$ cat src/rtl/blk_admit_pkg.sv
package blk_admit_pkg;
  // Strobes from control to datapath, valid for the current clock edge
  typedef struct packed {
    logic doAdmit;
    logic doFree;
  } ctlStrobe_t;
endpackage

$ cat src/rtl/blk_admit_dp.sv
module blk_admit_dp
  import blk_admit_pkg::*;
#(
  parameter int NUM_SLOTS   = 8,
  parameter int MAX_THREADS = 768,
  parameter int REG_POOL    = 8192,
  parameter int REQ_THR_W   = 11,
  parameter int REG_PER_W   = 8,
  localparam int SLOT_W = $clog2(NUM_SLOTS),
  localparam int THR_W  = $clog2(MAX_THREADS + 1),
  localparam int POOL_W = $clog2(REG_POOL + 1),
  localparam int COST_W = REQ_THR_W + REG_PER_W
) (
  input  logic                 clk,
  input  logic                 rstN,
  input  ctlStrobe_t           st,
  input  logic [SLOT_W-1:0]    grantSlot,
  input  logic [SLOT_W-1:0]    relSlot,
  input  logic [REQ_THR_W-1:0] reqThreads,
  input  logic [REG_PER_W-1:0] reqRegs,
  output logic [COST_W-1:0]    reqCost,
  output logic [NUM_SLOTS-1:0] busyMask,
  output logic [THR_W-1:0]     freeThreads,
  output logic [POOL_W-1:0]    freeRegs
);
  logic [THR_W-1:0]  thrArr [NUM_SLOTS];
  logic [POOL_W-1:0] regArr [NUM_SLOTS];

  assign reqCost = COST_W'(reqThreads) * COST_W'(reqRegs);

  // Per-slot ledger: what each resident block holds
  for (genvar i = 0; i < NUM_SLOTS; i++) begin : gSlot
    logic              busyQ;
    logic [THR_W-1:0]  thrQ;
    logic [POOL_W-1:0] regQ;
    always_ff @(posedge clk or negedge rstN) begin
      if (!rstN) begin
        busyQ <= 1'b0;
        thrQ  <= '0;
        regQ  <= '0;
      end else if (st.doAdmit && grantSlot == SLOT_W'(i)) begin
        busyQ <= 1'b1;
        thrQ  <= THR_W'(reqThreads);
        regQ  <= POOL_W'(reqCost);
      end else if (st.doFree && relSlot == SLOT_W'(i)) begin
        busyQ <= 1'b0;
      end
    end
    assign busyMask[i] = busyQ;
    assign thrArr[i]   = thrQ;
    assign regArr[i]   = regQ;
  end

  logic [THR_W-1:0]  thrTake, thrGive;
  logic [POOL_W-1:0] regTake, regGive;

  always_comb begin
    thrTake = st.doAdmit ? THR_W'(reqThreads) : '0;
    regTake = st.doAdmit ? POOL_W'(reqCost)   : '0;
    thrGive = st.doFree  ? thrArr[relSlot]    : '0;
    regGive = st.doFree  ? regArr[relSlot]    : '0;
  end

  // Budgets: admission and release settle on the same edge
  always_ff @(posedge clk or negedge rstN) begin
    if (!rstN) begin
      freeThreads <= THR_W'(MAX_THREADS);
      freeRegs    <= POOL_W'(REG_POOL);
    end else begin
      freeThreads <= freeThreads - thrTake + thrGive;
      freeRegs    <= freeRegs - regTake + regGive;
    end
  end
endmodule

$ cat src/rtl/blk_admit_ctl.sv
module blk_admit_ctl
  import blk_admit_pkg::*;
#(
  parameter int NUM_SLOTS   = 8,
  parameter int MAX_THREADS = 768,
  parameter int REG_POOL    = 8192,
  parameter int REQ_THR_W   = 11,
  parameter int REG_PER_W   = 8,
  localparam int SLOT_W = $clog2(NUM_SLOTS),
  localparam int THR_W  = $clog2(MAX_THREADS + 1),
  localparam int POOL_W = $clog2(REG_POOL + 1),
  localparam int COST_W = REQ_THR_W + REG_PER_W
) (
  input  logic                 clk,
  input  logic                 rstN,
  input  logic                 reqValid,
  input  logic [REQ_THR_W-1:0] reqThreads,
  input  logic [COST_W-1:0]    reqCost,
  input  logic                 relValid,
  input  logic [SLOT_W-1:0]    relSlot,
  input  logic [NUM_SLOTS-1:0] busyMask,
  input  logic [THR_W-1:0]     freeThreads,
  input  logic [POOL_W-1:0]    freeRegs,
  output logic                 reqReady,
  output ctlStrobe_t           st,
  output logic [SLOT_W-1:0]    grantSlot,
  output logic                 rspValid,
  output logic                 rspGrant,
  output logic [SLOT_W-1:0]    rspSlot,
  output logic                 relError
);
  logic impossible, fits, anyFree, doRefuse, badFree;
  logic [REQ_THR_W-1:0] freeThrW;
  logic [COST_W-1:0]    freeRegW;

  assign freeThrW = REQ_THR_W'(freeThreads);
  assign freeRegW = COST_W'(freeRegs);

  // Lowest free slot
  always_comb begin
    grantSlot = '0;
    anyFree   = 1'b0;
    for (int i = 0; i < NUM_SLOTS; i++) begin
      if (!busyMask[i] && !anyFree) begin
        grantSlot = SLOT_W'(i);
        anyFree   = 1'b1;
      end
    end
  end

  always_comb begin
    impossible = (reqThreads == '0)
              || (reqThreads > REQ_THR_W'(MAX_THREADS))
              || (reqCost > COST_W'(REG_POOL));
    fits       = anyFree && !impossible
              && (reqThreads <= freeThrW)
              && (reqCost <= freeRegW);
    reqReady   = impossible || fits;
    st.doAdmit = reqValid && fits;
    doRefuse   = reqValid && impossible;
    st.doFree  = relValid && busyMask[relSlot];
    badFree    = relValid && !busyMask[relSlot];
  end

  always_ff @(posedge clk or negedge rstN) begin
    if (!rstN) begin
      rspValid <= 1'b0;
      rspGrant <= 1'b0;
      rspSlot  <= '0;
      relError <= 1'b0;
    end else begin
      rspValid <= st.doAdmit || doRefuse;
      rspGrant <= st.doAdmit;
      rspSlot  <= st.doAdmit ? grantSlot : '0;
      relError <= badFree;
    end
  end
endmodule

$ cat src/rtl/blk_admit.sv
module blk_admit
  import blk_admit_pkg::*;
#(
  parameter int NUM_SLOTS   = 8,
  parameter int MAX_THREADS = 768,
  parameter int REG_POOL    = 8192,
  parameter int REQ_THR_W   = 11,
  parameter int REG_PER_W   = 8,
  localparam int SLOT_W = $clog2(NUM_SLOTS),
  localparam int THR_W  = $clog2(MAX_THREADS + 1),
  localparam int POOL_W = $clog2(REG_POOL + 1),
  localparam int COST_W = REQ_THR_W + REG_PER_W
) (
  input  logic                 clk,
  input  logic                 rstN,
  input  logic                 reqValid,
  output logic                 reqReady,
  input  logic [REQ_THR_W-1:0] reqThreads,
  input  logic [REG_PER_W-1:0] reqRegs,
  output logic                 rspValid,
  output logic                 rspGrant,
  output logic [SLOT_W-1:0]    rspSlot,
  input  logic                 relValid,
  input  logic [SLOT_W-1:0]    relSlot,
  output logic                 relError
);
  ctlStrobe_t           st;
  logic [SLOT_W-1:0]    grantSlot;
  logic [COST_W-1:0]    reqCost;
  logic [NUM_SLOTS-1:0] busyMask;
  logic [THR_W-1:0]     freeThreads;
  logic [POOL_W-1:0]    freeRegs;

  blk_admit_ctl #(
    .NUM_SLOTS(NUM_SLOTS), .MAX_THREADS(MAX_THREADS), .REG_POOL(REG_POOL),
    .REQ_THR_W(REQ_THR_W), .REG_PER_W(REG_PER_W)
  ) uCtl (
    .clk(clk), .rstN(rstN), .reqValid(reqValid), .reqThreads(reqThreads),
    .reqCost(reqCost), .relValid(relValid), .relSlot(relSlot),
    .busyMask(busyMask), .freeThreads(freeThreads), .freeRegs(freeRegs),
    .reqReady(reqReady), .st(st), .grantSlot(grantSlot),
    .rspValid(rspValid), .rspGrant(rspGrant), .rspSlot(rspSlot),
    .relError(relError)
  );

  blk_admit_dp #(
    .NUM_SLOTS(NUM_SLOTS), .MAX_THREADS(MAX_THREADS), .REG_POOL(REG_POOL),
    .REQ_THR_W(REQ_THR_W), .REG_PER_W(REG_PER_W)
  ) uDp (
    .clk(clk), .rstN(rstN), .st(st), .grantSlot(grantSlot),
    .relSlot(relSlot), .reqThreads(reqThreads), .reqRegs(reqRegs),
    .reqCost(reqCost), .busyMask(busyMask), .freeThreads(freeThreads),
    .freeRegs(freeRegs)
  );
endmodule

$ cat config.mk
export PLATFORM = sky130hd
export DESIGN_NAME = blk_admit
export DESIGN_NICKNAME = d
export VERILOG_FILES = /design/src/rtl/blk_admit_pkg.sv /design/src/rtl/blk_admit_dp.sv /design/src/rtl/blk_admit_ctl.sv /design/src/rtl/blk_admit.sv
export SDC_FILE = /design/constraint.sdc
export NUM_CORES = 1
export LEC_CHECK = 0
export BUFFER_PORTS_ARGS = -buffer_cell sky130_fd_sc_hd__buf_2
export CAP_MARGIN = 20
export CORE_MARGIN = 8
export CORE_UTILIZATION = 55
export CTS_CLUSTER_DIAMETER = 30
export DETAILED_ROUTE_END_ITERATION = 7
export GPL_TIMING_DRIVEN = 0
export PLACE_DENSITY = 0.75
export SYNTH_ARGS = -nofsm -noshare
export SYNTH_HDL_FRONTEND = slang
export SYNTH_SLANG_ARGS = --single-unit
export TNS_END_PERCENT = 30
$ cat constraint.sdc
create_clock -name clk -period 8.2 [get_ports clk]
set_input_delay 1.23 -clock clk [delete_from_list [all_inputs] [get_ports clk]]
set_output_delay 1.23 -clock clk [all_outputs]
set_load 0.02 [all_outputs]
---- Word-level counts from Yosys, hierarchy flattened ----
Index checks and enable logic that the tools add are counted.
word-level totals
  register bits after elaboration ......... 230
  bits of input ports ..................... 26
  output and inout bits ................... 7
  logic and storage cells ................. 160
cells by class
  add/subtract/negate cells ............... 4
  $mul .................................... 1
  magnitude comparators ................... 6
  equality and inequality tests ........... 14
  multiplexer cells ....................... 44
  bitwise operators ....................... 1
  reduce and logical (&&, ||, !) cells .... 60
operators with widths
  kind                  count
  $mux 14               4
  $bmux 14 s3           1
  $mux 10               4
  $bmux 10 s3           1
  $logic_and 1x1->1     30
  $mux 1                26
  $eq 3x3->1 const B    8
  $mux 3                7
  $gt 19x14->1 const B  1
  $le 19x14->1          1
  $mul 11x8->19         1
  $reduce_bool 2->1     8
  $logic_not 1->1       15
  $add 14x14->14        1
  $sub 14x14->14        1
  $eq 3x2->1 const B    4
  $gt 11x10->1 const B  1
  $le 11x10->1          1
  $logic_not 11->1      1
  $add 10x10->10        1
  $sub 10x10->10        1
  $eq 3x1->1 const B    2
  $logic_not 3->1       2
  $ge 4x4->1 const B    1
  4 further kinds       7

---- Longest topological paths before layout ----
Gate-level depths: netlist (run 1).
  depth in word-level cells ............... 28
  depth in mapped cells ................... 41
  depth with buffers taken out ............ 38

---- Hierarchy ----
A second synthesis (run 1) with hierarchy kept.
unflattened totals
  cell total of the unflattened synthesis .. 1423
  area total of the unflattened synthesis .. 15159.5 um^2
by module, submodules not included
  module         times used  cells an instance  area an instance (um^2)
  blk_admit_dp   1           1283               14063.5
  blk_admit_ctl  1           140                1096.1

---- Worst setup path after synthesis (run 1) ----
OpenSTA, ideal clock, no wires.
  path type ............................... input -> register
  start point ............................. input port reqThreads[5]
  end point ............................... register uDp.freeThreads[9]
  arrival ................................. 9.328 ns
  setup slack ............................. -1.203 ns
  cell stages on the path ................. 37
  buffers on the path ..................... 3
  cell sequence ........................... clkbuf_1 -> clkbuf_1 -> nand2_1 -> fa_1 -> fa_1 -> inv_1 -> fa_1 -> inv_1 -> fa_1 -> inv_1 -> ha_1 -> o21a_1 -> o21a_1 -> a2111oi_0 -> or3_1 -> xor2_2 -> inv_2 -> ha_1 -> a21o_1 -> a221oi_1 -> o2111a_1 -> nand3_4 -> clkinv_1 -> clkbuf_1 -> and2_1 -> fa_1 -> inv_1 -> ha_1 -> a21o_1 -> a21oi_1 -> o21bai_1 -> a21oi_1 -> o21ai_0 -> a21o_1 -> a21oi_1 -> xnor2_1 -> xnor2_1
RTL lines
  what                    line                text
  start: declaration      blk_admit.sv:18     input logic [REQ_THR_W-1:0] reqThreads,
  end signal: assignment  blk_admit_dp.sv:67  freeThreads <= THR_W'(MAX_THREADS);
  end signal: assignment  blk_admit_dp.sv:70  freeThreads <= freeThreads - thrTake + thrGive;
  end: declaration        blk_admit_dp.sv:23  output logic [THR_W-1:0] freeThreads,

---- Worst setup path in the final report (run 1) ----
  start point ............................. input port reqRegs[5]
  end point ............................... register uDp.freeRegs[13]
on the way
  word-level cells in the longest chain between the ends .. 11
  elaborated cells between the ends (all ways) .. 12
  classes of those cells .................. add/sub (2); mul (1); order compare (2); mux (1); reduce/logical (6)
RTL lines
  what                    line                 text
  start: declaration      blk_admit.sv:19      input logic [REG_PER_W-1:0] reqRegs,
  $mul 11x8->19 *         blk_admit_dp.sv:29   assign reqCost = COST_W'(reqThreads) * COST_W'(reqRegs);
  via reqCost[13]         blk_admit.sv:29      logic [COST_W-1:0] reqCost;
  $gt 19x14->1            blk_admit_ctl.sv:54  || (reqCost > COST_W'(REG_POOL));
  $logic_or 1x1->1        blk_admit_ctl.sv:54
  $logic_not 1->1         blk_admit_ctl.sv:55  fits = anyFree && !impossible
  $logic_and 1x1->1       blk_admit_ctl.sv:55
  $logic_and 1x1->1       blk_admit_ctl.sv:56  && (reqThreads <= freeThrW)
  $logic_and 1x1->1       blk_admit_ctl.sv:57  && (reqCost <= freeRegW);
  $logic_and 1x1->1       blk_admit_ctl.sv:59  st.doAdmit = reqValid && fits;
  $mux 14 *               blk_admit_dp.sv:59   regTake = st.doAdmit ? POOL_W'(reqCost) : '0;
  $sub 14x14->14 *        blk_admit_dp.sv:71   freeRegs <= freeRegs - regTake + regGive;
  $add 14x14->14 *        blk_admit_dp.sv:71
  end signal: assignment  blk_admit_dp.sv:68   freeRegs <= POOL_W'(REG_POOL);
  end signal: assignment  blk_admit_dp.sv:71
  end: declaration        blk_admit_dp.sv:24   output logic [POOL_W-1:0] freeRegs
Mark *: on every way through the listed nets, which the timed path passes. The rest lies on a longest branch.
A chain may end at the register's enable or synchronous reset.

==> impl_metrics.env, run 1 <==
export IMPL_status="finished with violations"
export IMPL_violations="setup timing"
export IMPL_critical_path_class="in -> reg"
export IMPL_synth_area_um2=15300
export IMPL_peakVddDrop_mv=0.240
export IMPL_ctsHoldBuffers=0
export IMPL_dp_cells=1737
export IMPL_crit_slowest_cell="fa_1"
export IMPL_synthArstFlopShare_pct=100
export IMPL_power_density_nw_per_um2=367
export IMPL_setup_viol=4
export IMPL_avgSynthCellArea_um2=11.6
export IMPL_synth_seq_cells=230
export IMPL_grt_pass1_wl_um=66700
export IMPL_cp_required_ns=8.66
export IMPL_drv_cap=0
export IMPL_hold_violations=0
export IMPL_p_leak_nw=9.57
export IMPL_drive_above_1_share_pct=37.7
export IMPL_grt_max_degree=123
export IMPL_final_cells=1893
export IMPL_fillers=1909
export IMPL_clock_sinks=230
export IMPL_pre_cts_ws_ns=-1.64
export IMPL_pin_count=33
export IMPL_drtPass1Iterations=5
export IMPL_fin_ws_ns=-0.142
export IMPL_dr_total_vias=11000
export IMPL_die_y_um=183
export IMPL_ys_seq_area_share_pct=37.5
export IMPL_crit_arrival_ns=8.80
export IMPL_synth_top_area_cell="dfrtp_1"
export IMPL_synth_distinct_cells=59
export IMPL_endpoint_kind="flip-flop"
export IMPL_finalMaxSlewViolations=0
export IMPL_wl_per_cell_um=22.1
export IMPL_fin_hold_ws_ns=0.470
export IMPL_port_buffers=29
export IMPL_worst_pin_slew_ns=1.03
export IMPL_synthTopCellsByArea="dfrtp_1 37%, mux2_2 12%, fa_1 9.9%, mux4_2 7.3%, ha_1 7.1%"
export IMPL_cts_buffers=53
export IMPL_synth_edf_count=0
export IMPL_clk_insertion_delay_late_ns=0.56
export IMPL_min_period_ns=8.34
export IMPL_synth_cells=1328
export IMPL_syn2layout_area_growth_pct=25.1
export IMPL_antenna_found_initial=0
export IMPL_grt_pass1_vias=12300
export IMPL_initial_utilization_pct=55.5
export IMPL_core_area_um2=27600
export IMPL_antenna_left=0
export IMPL_die_area_um2=33500
export IMPL_drt_wl_total_um=41800
export IMPL_remaining_drc_errors=0
export IMPL_cp_start_kind="input pin"
export IMPL_finalCritPeriodShare_pct=102
export IMPL_synthFlopType="dfrtp_1"
export IMPL_hold_path_class="reg -> reg"
export IMPL_rsz0062_at_grt="true"
export IMPL_die_x_um=183
export IMPL_gp_congestion=0.873
export IMPL_fin_nets=1662
export IMPL_rows=61
export IMPL_cp_common_cell="fa_1"
export IMPL_ys_warnings_count=0
export IMPL_cts_root_buf="clkbuf_16"
export IMPL_vias_per_cell=5.83
export IMPL_max_slew_margin_rel_pct=31.2
export IMPL_grtUsageTotal_pct=25.5
export IMPL_h_tree_depth=2
export IMPL_fin_skew_ns=0.0277
export IMPL_crit_fanout=7
export IMPL_antenna_cells=0
export IMPL_ctsLongestPathBuffers=3
export IMPL_max_stage_delay_ns=0.58
export IMPL_dp_hpwl_um=26900
export IMPL_overflow=0
export IMPL_cts_tree="done"
export IMPL_drtIter0Drc=782
export IMPL_max_freq_mhz=120
export IMPL_synth_top_area_share_pct=37.0
export IMPL_path_clk_slew_ns=0.04
export IMPL_post_route_util_pct=69.5
export IMPL_syn_num_nets=1517
==> critical path, delay by kind of cell <==
kind,cells,cell delay [ns]
adder cells (fa/ha/maj),8,3.32
AO/OA/AOI/OAI,9,1.84
buffers and inverters,12,1.19
AND/OR/NAND/NOR,7,0.77
XOR/XNOR,2,0.44
==> synth_stat cells, types with 34 or more instances <==
| cell | instances |
|---|---|
| a21oi_1 | 35 |
| and2_1 | 88 |
| clkbuf_1 | 53 |
| dfrtp_1 | 227 |
| fa_1 | 76 |
| ha_1 | 87 |
| inv_1 | 170 |
| mux2_2 | 170 |
| mux4_2 | 50 |
| nand2_1 | 82 |
| nor2_1 | 34 |
| o21ai_0 | 43 |
==> final cells by class <==
type | instances | area, um2 | area share, %
Sequential cell | 230 | 5760 | 30.0
Multi-Input combinational cell | 852 | 9230 | 48.1
Clock inverter | 26 | 273 | 1.42
Inverter | 173 | 662 | 3.45
Tap cell | 378 | 473 | 2.46
Buffer | 51 | 318 | 1.66
Timing Repair Buffer | 112 | 957 | 4.99
Clock buffer | 71 | 1520 | 7.94
==> layout by cell type (no fill, tap or decap), types with 11 or more instances in the layout <==
master	n
dfrtp_1	227
mux2_2	170
inv_1	156
and2_1	80
buf_4	77
nand2_1	74
fa_1	71
ha_1	70
clkbuf_16	54
mux4_2	50
o21ai_0	34
nor2_1	33
clkbuf_1	27
a21oi_1	26
xnor2_1	21
buf_2	20
mux2_4	18
a21o_1	17
clkbuf_8	16
ha_4	16
inv_2	15
clkinv_2	12
buf_1	11
buf_6	11
==> registers in the layout (all words and copies together), names as in the netlist <==
name	cells
uCtl.rspValid	1
uCtl.rspSlot	3
uCtl.rspGrant	1
uDp.gSlot.thrQ	80
uDp.freeRegs	14
uCtl.relError	1
uDp.gSlot.busyQ	8
uDp.freeThreads	10
uDp.gSlot.regQ	112
==> metrics by stage <==
step	setup TNS (ns)	total power [mW]	cell area [um2]
after floorplan	-1.32	3.33	15700
after global placement	-26.50	3.84	16300
after detailed placement	-44.06	3.92	16400
after CTS	-0.242	6.63	19000
after global routing	-2.13	7.44	19200
final	-0.318	7.05	19200
==> power by group <==
group | switching (mW) | leakage [nW] | internal, mW
registers | 0.0454 | 3.11 | 1.26
logic | 1.97 | 5.58 | 1.68
clock network | 0.667 | 0.883 | 1.42
total | 2.68 | 9.57 | 4.36
==> metal layers <==
layer | part of all wire, % | vias to the layer above | global-route usage [%]
met3 | 6.4 | 148 | 5.84
met5 | 0 | - | 0
li1 | - | 4800 | -
met2 | 48 | 387 | 41.2
met1 | 40 | 5695 | 31.5
met4 | 5.5 | 0 | 14.2
==> timing repair <==
item                                    4_1_cts  5_1_grt
setup buffers                                65       13
pin swaps                                    54       58
endpoints found under the setup margin       21       15
cloned                                        0        0
resized for setup                            90       57
==> cells by family (layout without fill, tap and decap cells) <==
family | count (synthesis) | count (layout) | synth area share [%]
DFF | 230 | 230 | 37.5
AOI/OAI and AO/OA | 139 | 139 | 5.86
muxes | 248 | 248 | 22.2
buffers and inverters | 246 | 433 | 6.21
and+or+nand+nor | 267 | 267 | 9.12
xor gates and xnor gates | 35 | 35 | 2.05
adders and majority gates | 163 | 163 | 17.0
==> final timing paths <==
path                                      start              endpoint  slack [ns]  cells past startpoint
max                                  reqRegs[5]      uDp.freeRegs[13]       -0.14                     38
min reg2reg                uDp.gSlot[6].regQ[9]  uDp.gSlot[6].regQ[9]        0.47                      2
max in group asynchronous                  rstN  uDp.gSlot[4].thrQ[4]        6.38                      2
max reg2reg                  uDp.freeThreads[3]      uDp.freeRegs[13]        3.14                     24
min                        uDp.gSlot[6].regQ[9]  uDp.gSlot[6].regQ[9]        0.47                      2
min in group asynchronous                  rstN  uDp.gSlot[5].regQ[8]        0.70                      1
(Power assumes the default switching activity.)
==> run 2, diff against run 1 <==
Settings changed: CORE_ASPECT_RATIO set to 0.8, CORE_UTILIZATION 55 to 50, PLACE_DENSITY 0.75 to 0.7.
==> impl_metrics.env, run 2 (same netlist as run 1, synthesis figures left out) <==
export IMPL_rr_startpoint="uDp.freeThreads[8]"
export IMPL_p_int_mw=4.16
export IMPL_final_common_cell="dfrtp_1"
export IMPL_fillers=2230
export IMPL_wl_per_cell_um=21.3
export IMPL_hp_start="uDp.gSlot[2].regQ[0]"
export IMPL_antenna_found_initial=3
export IMPL_crit_slowest_cell="fa_1"
export IMPL_drtPass1Iterations=5
export IMPL_max_freq_mhz=120
export IMPL_placed_area_um2=16400
export IMPL_drt_wl_total_um=41100
export IMPL_hold_violations=0
export IMPL_min_period_ns=8.35
export IMPL_endpoint_kind="flip-flop"
export IMPL_finalMaxSlewViolations=0
export IMPL_overflow=0
export IMPL_power_frac_clock_pct=26.8
export IMPL_cts_buffers=46
export IMPL_largest_reg_flops=112
export IMPL_cp_common_cell="fa_1"
export IMPL_max_stage_delay_ns=0.50
export IMPL_core_area_um2=30300
export IMPL_power_mw=6.96
export IMPL_hold_path_class="reg -> reg"
export IMPL_violations="setup timing"
export IMPL_dp_cells=1773
export IMPL_pre_cts_ws_ns=-1.99
export IMPL_rows=57
export IMPL_post_route_util_pct=63.5
export IMPL_grt_max_degree=116
export IMPL_die_area_um2=36600
export IMPL_cts_tree="done"
export IMPL_p_leak_nw=9.53
export IMPL_worst_pin_slew_ns=0.983
export IMPL_fin_ws_ns=-0.151
export IMPL_h_tree_depth=2
export IMPL_fin_area_um2=19300
export IMPL_holdPathStages=2
export IMPL_clk_insertion_delay_late_ns=0.55
export IMPL_die_y_um=173
export IMPL_antenna_left=0
export IMPL_setup_viol=6
export IMPL_drtIter0Drc=756
export IMPL_crit_fanout=11
export IMPL_rr_worst_depth=23
export IMPL_initial_utilization_pct=50.6
export IMPL_finalCritPeriodShare_pct=102
export IMPL_rsz0062_at_grt="true"
export IMPL_gp_congestion=0.904
export IMPL_grtUsageTotal_pct=22.4
export IMPL_combPwrFrac_pct=54.4
export IMPL_crit_start="reqRegs[6]"
export IMPL_crit_arrival_ns=8.75
export IMPL_syn2layout_area_growth_pct=25.5
export IMPL_remaining_drc_errors=0
export IMPL_final_cells=1928
export IMPL_max_slew_margin_rel_pct=34.4
export IMPL_cp_start_kind="input pin"
export IMPL_power_frac_seq_pct=18.8
export IMPL_peakVddDrop_mv=0.198
export IMPL_cts_root_buf="clkbuf_16"
export IMPL_final_setup_tns_ns=-0.536
export IMPL_final_cell_mix="227 x dfrtp_1, 170 x mux2_2, 156 x inv_1"
export IMPL_grt_pass1_wl_um=64300
export IMPL_fin_skew_ns=0.0269
export IMPL_fin_hold_ws_ns=0.480
export IMPL_critical_path_class="in -> reg"
export IMPL_grt_pass1_vias=11300
export IMPL_p_sw_mw=2.80
export IMPL_dp_hpwl_um=27400
export IMPL_pin_count=33
export IMPL_regMostFlops="uDp.gSlot.regQ"
export IMPL_fin_nets=1667
export IMPL_netSwitchingFraction_pct=40.2
export IMPL_vias_per_cell=5.59
export IMPL_clock_sinks=230
export IMPL_cp_required_ns=8.60
export IMPL_drive_above_1_share_pct=39.1
export IMPL_drv_cap=0
export IMPL_port_buffers=29
export IMPL_ctsLongestPathBuffers=3
export IMPL_reg_top3="uDp.gSlot.regQ (112), uDp.gSlot.thrQ (80), uDp.freeRegs (14)"
export IMPL_die_x_um=212
export IMPL_path_clk_slew_ns=0.05
export IMPL_power_density_nw_per_um2=361
export IMPL_antenna_cells=0
export IMPL_status="finished with violations"
export IMPL_dr_total_vias=10800
-- run 2: cell types whose count changed in the layout (fill, tap and decap cells not counted), moves of 7 or more --
cell,previous run,this run
and2_1,80,73
and2_4,8,15
buf_6,11,18
clkbuf_8,16,4
clkinv_2,12,4
inv_6,0,12
nor2_1,33,26
-- run 2: final cells by class --
type                            count  area (um2)  area share, %
Sequential cell                   230        5760           29.9
Multi-Input combinational cell    852        9340           48.5
Clock buffer                       50        1180           6.11
Clock inverter                     35         382           1.98
Buffer                             55         407           2.11
Timing Repair Buffer              120        1010           5.25
Inverter                          173         667           3.46
Tap cell                          413         517           2.68
-- run 2: what timing repair did --
| action | 4_1_cts | 5_1_grt |
|---|---|---|
| hold buffers | 0 | 0 |
| resized for setup | 104 | 69 |
| buffers inserted | 69 | 18 |
| gates cloned | 0 | 0 |
| pin swaps | 47 | 55 |
| endpoints found under the setup margin | 69 | 14 |
-- run 2: final timing paths --
path | to | slack, ns
max | uDp.freeRegs[12] | -0.15
min | uDp.gSlot[2].regQ[0] | 0.48
max in group asynchronous | uDp.freeThreads[9] | 6.32
min reg2reg | uDp.gSlot[2].regQ[0] | 0.48
min in group asynchronous | uDp.freeRegs[8] | 0.60
max reg2reg | uDp.freeRegs[12] | 2.88
-- run 2: power by group through the flow --
stage                     Sequential, mW  Clock, mW  Combinational, mW
after floorplan                     1.31          0               2.02
after global placement              1.32          0               2.60
after detailed placement            1.32          0               2.66
after CTS                           1.30       1.89               3.30
after global routing                1.32       1.95               4.11
final                               1.30       1.87               3.79
-- run 2: critical path, delay by kind of cell --
family | cells | cell delay (ns)
AO/OA/AOI/OAI | 11 | 2.02
XOR/XNOR | 2 | 0.35
adder cells (fa/ha/maj) | 8 | 3.07
buffers and inverters | 9 | 0.97
AND/OR/NAND/NOR | 7 | 1.08
-- run 2: routing by layer --
metal / track usage [%] / vias to the layer above / share of wire, %
met2: 34.6 / 290 / 46
met5: 0 / - / 0
met3: 5.04 / 52 / 7.5
met4: 5.09 / 0 / 1.8
met1: 32.0 / 5624 / 44
li1: - / 4807 / -
==> run 3, diff against run 2 <==
Settings changed: ABC_AREA set to 1.
==> impl_metrics.env, run 3 <==
export IMPL_core_area_um2=30400
export IMPL_grt_pass1_wl_um=75500
export IMPL_die_x_um=213
export IMPL_max_freq_mhz=125
export IMPL_gp_congestion=0.940
export IMPL_grtUsageTotal_pct=25.9
export IMPL_grt_max_degree=116
export IMPL_synth_edf_count=0
export IMPL_max_slew_margin_rel_pct=39.3
export IMPL_fin_hold_ws_ns=0.471
export IMPL_final_cell_mix="481 x nand2_1, 313 x inv_1, 227 x dfrtp_1"
export IMPL_rows=57
export IMPL_die_y_um=173
export IMPL_crit_arrival_ns=8.47
export IMPL_synth_top_area_cell="dfrtp_1"
export IMPL_drt_wl_total_um=48400
export IMPL_reg_top3="uDp.gSlot.regQ (112), uDp.gSlot.thrQ (80), uDp.freeRegs (14)"
export IMPL_drive_above_1_share_pct=13.7
export IMPL_cp_required_ns=8.68
export IMPL_dp_hpwl_um=34900
export IMPL_ys_warnings_count=0
export IMPL_synth_common_cells="502 x nand2_1, 322 x inv_1, 227 x dfrtp_1"
export IMPL_wl_per_cell_um=19.5
export IMPL_remaining_drc_errors=0
export IMPL_final_common_cell="nand2_1"
export IMPL_synthFlopType="dfrtp_1"
export IMPL_setup_viol=0
export IMPL_fin_skew_ns=0.0292
export IMPL_grt_pass1_vias=13700
export IMPL_dr_total_vias=14100
export IMPL_clk_insertion_delay_late_ns=0.55
export IMPL_cts_buffers=44
export IMPL_drtPass1Iterations=6
export IMPL_power_density_nw_per_um2=350
export IMPL_worst_pin_slew_ns=0.902
export IMPL_overflow=0
export IMPL_status="complete, no violations"
export IMPL_syn_num_nets=2127
export IMPL_initial_utilization_pct=50.9
export IMPL_finalCritPeriodShare_pct=97.4
export IMPL_synth_top_area_share_pct=36.8
export IMPL_ys_seq_area_share_pct=37.3
export IMPL_largest_reg_flops=112
export IMPL_drv_cap=0
export IMPL_port_buffers=32
export IMPL_synth_distinct_cells=46
export IMPL_antenna_cells=0
export IMPL_clock_sinks=230
export IMPL_die_area_um2=36800
export IMPL_fillers=2697
export IMPL_synth_area_um2=15400
export IMPL_antenna_left=0
export IMPL_hold_path_class="reg -> reg"
export IMPL_cp_start_kind="input pin"
export IMPL_hold_violations=0
export IMPL_peakVddDrop_mv=0.226
export IMPL_cts_tree="done"
export IMPL_cts_root_buf="clkbuf_16"
export IMPL_power_mw=6.45
export IMPL_h_tree_depth=2
export IMPL_ctsLongestPathBuffers=3
export IMPL_avgSynthCellArea_um2=7.97
export IMPL_fin_nets=2228
export IMPL_crit_slowest_cell="fa_1"
export IMPL_synthArstFlopShare_pct=100
export IMPL_vias_per_cell=5.67
export IMPL_min_period_ns=7.99
export IMPL_max_stage_delay_ns=0.54
export IMPL_multi_input_area_um2=8350
export IMPL_drtIter0Drc=1739
export IMPL_p_leak_nw=9.67
export IMPL_placed_area_um2=16200
export IMPL_crit_fanout=8
export IMPL_final_setup_tns_ns=0
export IMPL_regMostFlops="uDp.gSlot.regQ"
export IMPL_critical_path_class="in -> reg"
export IMPL_finalMaxSlewViolations=0
export IMPL_syn2layout_area_growth_pct=19.4
export IMPL_cp_common_cell="nand2_1"
export IMPL_synth_most_common_cell="nand2_1"
export IMPL_synthTopCellsByArea="dfrtp_1 37%, nand2_1 12%, fa_1 9.8%, inv_1 7.8%, ha_1 7.0%"
export IMPL_synth_cells=1938
export IMPL_fin_area_um2=18400
export IMPL_pin_count=33
export IMPL_synth_seq_cells=230
export IMPL_path_clk_slew_ns=0.05
export IMPL_antenna_found_initial=0
export IMPL_endpoint_kind="flip-flop"
export IMPL_regArea_um2=5760
[run 3: where the power goes]
group | switching (mW) | internal (mW)
Clock | 0.652 | 1.15
Combinational | 2.09 | 1.24
Sequential | 0.0479 | 1.27
Total | 2.79 | 3.66
[run 3: critical path, delay by kind of cell]
family	cells	cell delay (ns)
AND/OR/NAND/NOR	13	1.63
buffers and inverters	10	0.78
AO/OA/AOI/OAI	8	1.28
adder cells (fa/ha/maj)	9	3.37
XOR/XNOR	1	0.18
[run 3: cells by family (layout without fill, tap and decap cells)]
kind of cell | Yosys count | in the layout | synth area share [%]
AO/OA/AOI/OAI | 356 | 356 | 12.7
XOR/XNOR | 24 | 24 | 1.51
adder cells (fa/ha/maj) | 163 | 163 | 16.9
buffers and inverters | 422 | 559 | 11.2
flip-flops | 230 | 230 | 37.3
AND/OR/NAND/NOR | 743 | 743 | 20.4
[run 3: metal layers]
| metal | up-vias | routed length, um | GRT usage [%] |
|---|---|---|---|
| met5 | - | 0 | 0 |
| met1 | 6844 | 20600 | 37.0 |
| li1 | 6451 | - | - |
| met4 | 0 | 1230 | 8.24 |
| met2 | 729 | 21100 | 37.3 |
| met3 | 84 | 5490 | 7.55 |
[run 3: stage by stage]
stage	utilization (%)	std cells	setup slack, ns
2_1_floorplan	-	1938	0.0179
3_3_place_gp	53.1	2383	-1.87
3_5_place_dp	53.3	2385	-2.01
4_1_cts	58.6	2462	0.00867
5_1_grt	60.7	2488	-0.146
6_report	60.7	2488	0.211
[run 3: worst paths after layout]
path	slack, ns	depth (start not counted)	startpoint	to
worst max-delay path	0.21	41	reqRegs[5]	uDp.freeRegs[12]
worst min-delay path	0.47	2	uDp.gSlot[2].regQ[5]	uDp.gSlot[2].regQ[5]
worst max register to register	2.90	27	uDp.freeThreads[9]	uDp.freeRegs[12]
worst min register to register	0.47	2	uDp.gSlot[2].regQ[5]	uDp.gSlot[2].regQ[5]
max in group asynchronous	6.36	3	rstN	uDp.gSlot[6].regQ[3]
min in group asynchronous	0.50	1	rstN	uDp.gSlot[2].busyQ
[run 3: cell type report]
cell class              count  area share, %
flip-flops and latches    230           31.2
inverters                 324           6.61
plain buffers              84           2.72
clock buffers              50           6.26
clock inverters            32           1.80
well taps                 413           2.80
repair buffers             69           3.32
multi-input cells        1286           45.3
[run 3: repair_timing]
| action | in CTS | in global routing |
|---|---|---|
| buffers inserted | 8 | 23 |
| hold buffers | 0 | 0 |
| resized for setup | 25 | 118 |
| pin swaps | 10 | 37 |
| endpoints found under the setup margin | 23 | 14 |
| endpoints found under the hold margin | 0 | 0 |
| gates cloned | 0 | 4 |
